$ cat src/rtl/vec_addr_gen.sv
module vec_addr_gen #(
  parameter int AW  = 32,
  parameter int LW  = 16,
  parameter int SEG = 64
) (
  input  logic                          clk,
  input  logic                          rst_n,
  input  logic                          cmd_valid,
  output logic                          cmd_ready,
  input  logic [AW-1:0]                 cmd_start,
  input  logic [AW-1:0]                 cmd_stride,
  input  logic [LW-1:0]                 cmd_len,
  input  logic                          base_we,
  input  logic [AW-1:0]                 base_wdata,
  output logic                          out_valid,
  input  logic                          out_ready,
  output logic [AW-1:0]                 out_addr,
  output logic [LW-$clog2(SEG)-1:0]     out_seg,
  output logic                          seg_done,
  output logic                          job_done
);
  localparam int SW = $clog2(SEG);
  localparam int IW = LW - SW;

  logic [AW-1:0] base_q, addr_q, stride_q;
  logic [LW-1:0] rem_q;
  logic [SW-1:0] pos_q;
  logic [IW-1:0] seg_q;
  logic          busy_q, seg_done_q, job_done_q;

  logic cmd_fire, out_fire, last_elem, seg_end;

  assign cmd_ready = !busy_q;
  assign cmd_fire  = cmd_valid && !busy_q;
  assign out_fire  = busy_q && out_ready;
  assign last_elem = (rem_q == LW'(1));
  assign seg_end   = last_elem || (pos_q == SW'(SEG - 1));

  assign out_valid = busy_q;
  assign out_addr  = base_q + addr_q;
  assign out_seg   = seg_q;
  assign seg_done  = seg_done_q;
  assign job_done  = job_done_q;

  always_ff @(posedge clk) begin
    if (!rst_n) begin
      base_q     <= '0;
      addr_q     <= '0;
      stride_q   <= '0;
      rem_q      <= '0;
      pos_q      <= '0;
      seg_q      <= '0;
      busy_q     <= 1'b0;
      seg_done_q <= 1'b0;
      job_done_q <= 1'b0;
    end else begin
      seg_done_q <= out_fire && seg_end;
      job_done_q <= (out_fire && last_elem) || (cmd_fire && cmd_len == '0);
      if (base_we) base_q <= base_wdata;
      if (cmd_fire) begin
        addr_q   <= cmd_start;
        stride_q <= cmd_stride;
        rem_q    <= cmd_len;
        pos_q    <= '0;
        seg_q    <= '0;
        busy_q   <= (cmd_len != '0);
      end else if (out_fire) begin
        addr_q <= addr_q + stride_q;
        rem_q  <= rem_q - LW'(1);
        pos_q  <= pos_q + SW'(1);
        if (pos_q == SW'(SEG - 1)) seg_q <= seg_q + IW'(1);
        if (last_elem) busy_q <= 1'b0;
      end
    end
  end
endmodule

$ cat config.mk
export PLATFORM = sky130hd
export DESIGN_NAME = vec_addr_gen
export DESIGN_NICKNAME = d
export VERILOG_FILES = /design/src/rtl/vec_addr_gen.sv
export SDC_FILE = /design/constraint.sdc
export NUM_CORES = 1
export LEC_CHECK = 0
export BUFFER_PORTS_ARGS = -buffer_cell sky130_fd_sc_hd__buf_2
export CAP_MARGIN = 20
export CORE_MARGIN = 4
export CORE_UTILIZATION = 35
export CTS_BUF_LIST = sky130_fd_sc_hd__clkbuf_8
export DETAILED_ROUTE_END_ITERATION = 8
export GPL_TIMING_DRIVEN = 0
export HOLD_SLACK_MARGIN = 0.1
export SKIP_LAST_GASP = 1
export SYNTH_ARGS = -nofsm -noshare
export SYNTH_HDL_FRONTEND = slang
export SYNTH_SLANG_ARGS = --single-unit
$ cat constraint.sdc
create_clock -name clk -period 7.83 [get_ports clk]
set_clock_uncertainty 0.05 [all_clocks]
set_input_delay 1.566 -clock clk [delete_from_list [all_inputs] [get_ports clk]]
set_output_delay 1.566 -clock clk [all_outputs]
set_load 0.05 [all_outputs]
# After elaboration in Yosys (flattened, before gate mapping)
# Cells that the tools add are included.
[totals]
inputBits = 117
mem_bits_rw = 0
mem_count = 0
word_cells = 39
latchBits = 0
romBits = 0
reg_bits = 131
out_inout_bits = 46
[op_classes]
n_mul = 0
n_bitwise = 1
magnitude_cmp = 0
n_reduce_logical = 15
n_addsub = 5
muxes = 7
eq_ne = 2
n_div = 0
shifts = 0
[ops]
columns = ["op", "n"]
rows = [
  ["$add A32 B32 Y32", 2],
  ["$mux W32", 2],
  ["$mux W16", 2],
  ["$eq A16 B1 Y1 const B", 1],
  ["$logic_not A16 Y1", 1],
  ["$reduce_bool A16 Y1", 1],
  ["$sub A16 B1 Y16 const B", 1],
  ["$add A10 B1 Y10 const B", 1],
  ["$add A6 B1 Y6 const B", 1],
  ["$eq A6 B6 Y1 const B", 1],
  ["$logic_and A1 B1 Y1", 5],
  ["$reduce_and A2 Y1", 2],
  ["$reduce_bool A2 Y1", 2],
  ["$mux W1", 3],
  ["$logic_or A1 B1 Y1", 2],
  ["$reduce_or A2 Y1", 1],
  ["$logic_not A1 Y1", 1],
  ["$not A1 Y1", 1],
]

# Longest topological paths before layout
[logic_depth]
depth_word = 4
mapped_depth = 10
ltp_nobuf = 10

# Least setup slack after synthesis
# Ideal clock, no wire load.
[synth_timing]
kind = "register to output"
startpoint = "reg addr_q[0]"
endpoint = "out out_addr[24]"
stages_incl_launch_ff = 11
path_slack_ns = 3.002
t_arrival_ns = 3.212
t_required_ns = 6.214
n_path_buf = 0
path_cell_list = "dfxtp_1 ha_1 fa_1 a211oi_2 o21ai_0 a211oi_2 a221oi_1 or4_1 a21oi_2 o31ai_1 xor2_1"
[synth_via]
elab_chain_len = 1
[synth_lines]
columns = ["element", "line", "source"]
rows = [
  ["start: declaration", "25", "logic [AW-1:0] base_q, addr_q, stride_q;"],
  ["start signal: assignment", "61", "addr_q <= cmd_start;"],
  ["start signal: assignment", "68", "addr_q <= addr_q + stride_q;"],
  ["$add A32 B32 Y32", "40", "assign out_addr = base_q + addr_q;"],
  ["end: declaration", "17", "output logic [AW-1:0] out_addr,"],
]
# No other way between the ends.

# Final worst setup path
[layout_timing]
startpoint = "reg addr_q[0]"
endpoint = "out out_addr[28]"
# Same word-level chain as after synthesis.

==> reports/metrics.cfg <==
[final_layout]
fin_nets = 1399
n_antenna_cell = 0
layout-drive-gt1-share_pct = 18.3
final_cell_mix = buf_2 (165), dfxtp_1 (131), nand2_1 (126)
finish.instance_area_sq_mm = 0.00997
final_common_cell = buf_2
area_growth_pct = 19.4

[critical_path]
crit_slowest_cell = or4_1
cp_cell_sequence = ha_1 -> fa_1 -> a211oi_2 -> o21ai_0 -> a211oi_2 -> a221oi_1 -> or4_1 -> a21oi_2 -> o31ai_1 -> xor2_1 -> buf_2
cp-end-kind = output pin
cp.arrival_ns = 3.91
rrSetupSlack_ns = 4.62
worstSetupStartpointType = register
crit_top_cell = a211oi_2
cpPeakStageDelay_ns = 0.52
worst-path-max-fanout = 3
critical-path-top-delay-family = compound AO/OA/AOI/OAI gates
cp.required_ns = 6.21
worst-path-buf-inv = 1
critPathKind = reg -> out

[synth]
ys.flop_type = dfxtp_1
syn_area_sq_mm = 0.00834
syn_nets = 1219
synth_edf_count = 0
postSynthAreaPerCell_sq_um = 8.07
synth.area.top_cells = dfxtp_1 (31%), ha_1 (9.9%), a21oi_1 (7.5%)
synth-warning-count = 0
yosys.area.top_type_share_pct = 31.4
synthCells = 1034
async_reset_ff_share_pct = 0
ys_ff_latch = 131
synth_top_area_cell = dfxtp_1
synth.yosys.seq_area_share_pct = 31.4
ys_types = 76

[hold_path]
min_path_type = reg -> reg

[pwr]
cellLeakagePower_nw = 4.40
power_density_mw_per_mm2 = 186
ir_worst_vdd_mv = 0.101

[timing]
slew_viol_final = 0
slew_headroom_pct = 44.5
finalCritPeriodShare_pct = 70.5
hold_ws_ns = 0.416
tns_ns = 0
final_hold_viol_count = 0
fmax_mhz = 181
setup_violations = 0
fin_ws_ns = 2.31
rsz0062_at_grt = no
tightest_slew_ns = 0.833
final.min_clock_period_ns = 5.52

[global_routing]
track_usage_pct = 20.3
antenna_found_initial = 0
overflow = 0
grt_pass1_wl_um = 42300
grt_max_degree = 18
grt_pass1_vias = 8076

[clock_tree]
clkLatencyLatePin_ns = 0.47
cts_setup_buffers = 0
clk_pin_slew_ns = 0.10
root_buffer = clkbuf_8
cts_tree = done
cts_num_sinks = 131
cts-htree-levels = 4
cts_buffers = 17
clockBufferDepth = 2
cts_resized = 0
cts_hold_buf = 0

[detailed_routing]
drt_first_pass_iters = 4
via_count = 8171
drt-initial-drc-count = 513
wl_um = 27100
remaining_drc_errors = 0
routedWlPerCell_um = 17.5
vias_per_cell = 5.29
ant_nets = 0

[placement]
pre_cts_slack_ns = 2.84
io_buffers = 161
placed_area_sq_mm = 0.00955
gp_congestion = 0.904
dp_hpwl_um = 21400

[floorplanning]
dieArea_sq_mm = 0.0264
die-width_um = 162
core_area_sq_mm = 0.0235
initial_core_util_pct = 35.5
io_pins = 163
rows = 56
die_y_um = 162

[job]
drv_cap = 0

[outcome]
run_status = finished, final reports clean

## final cells by class
class	instances	area, sq um
timing repair buffer	161	806
clock inverter	15	183
multi-input combinational	832	5430
inverter	20	75.1
sequential	131	2620
tap	319	399
clock buffer	17	234
fill	2449	13500
buffer	51	216
## final timing paths
kind | cells past startpoint | from | endpoint
min | 2 | stride_q[30] | stride_q[30]
max reg2reg | 10 | addr_q[0] | addr_q[26]
min reg2reg | 2 | stride_q[30] | stride_q[30]
max | 11 | addr_q[0] | out_addr[28]
## Yosys cell counts, drive strengths merged (18+ instances only)
master  instances
dfxtp         131
a21oi         127
nand2         127
nor2          102
ha             66
o21ai          39
xnor2          37
mux2i          34
clkbuf         33
nand3          31
a22oi          28
xor2           28
a21o           22
inv            20
buf            18
## worst min-delay path, stage by stage, from the launching register on
cell	delay [ns]
dfxtp_1	0.33
nand2_1	0.05
a21oi_1	0.05
## metal layers
| layer | vias to the layer above | track usage [%] | part of all wire, % |
|---|---|---|---|
| met5 | - | 0 | 0 |
| met4 | 0 | 6.46 | 2.5 |
| met3 | 40 | 4.66 | 5.4 |
| met2 | 229 | 33.6 | 47 |
| met1 | 3766 | 26.3 | 46 |
| li1 | 4136 | - | - |
## registers in the layout, indices dropped and copies added, names as in the netlist
| register | flops |
|---|---|
| addr_q | 32 |
| base_q | 32 |
| job_done | 1 |
| out_seg | 10 |
| out_valid | 1 |
| pos_q | 6 |
| rem_q | 16 |
| seg_done | 1 |
| stride_q | 32 |
## cell families (layout without fill, tap and decap cells)
group	Yosys count	count (layout)	share of synthesized area [%]
adder cells (fa/ha/maj)	68	68	10.4
XOR/XNOR	65	65	6.82
multiplexers	36	36	4.35
flip-flops	131	131	31.4
buffers and inverters	71	264	3.49
AND/OR/NAND/NOR	340	340	18.3
AO/OA/AOI/OAI	323	323	25.2
## where the power goes
part	switching [mW]	total [mW]	internal (mW)
Combinational	0.339	0.510	0.171
Sequential	0.0372	0.744	0.707
Clock	0.351	0.597	0.247
Total	0.727	1.85	1.12
## through the flow
| step | cells | total power, mW | util (%) |
|---|---|---|---|
| 2_1_floorplan | 1034 | 1.12 | - |
| 3_3_place_gp | 1514 | 1.26 | 40.7 |
| 3_5_place_dp | 1514 | 1.27 | 40.7 |
| 4_1_cts | 1546 | 1.87 | 42.5 |
| 5_1_grt | 1546 | 1.95 | 42.5 |
| 6_report | 1546 | 1.85 | 42.5 |
No activity file was read; power rests on OpenSTA's default activity.
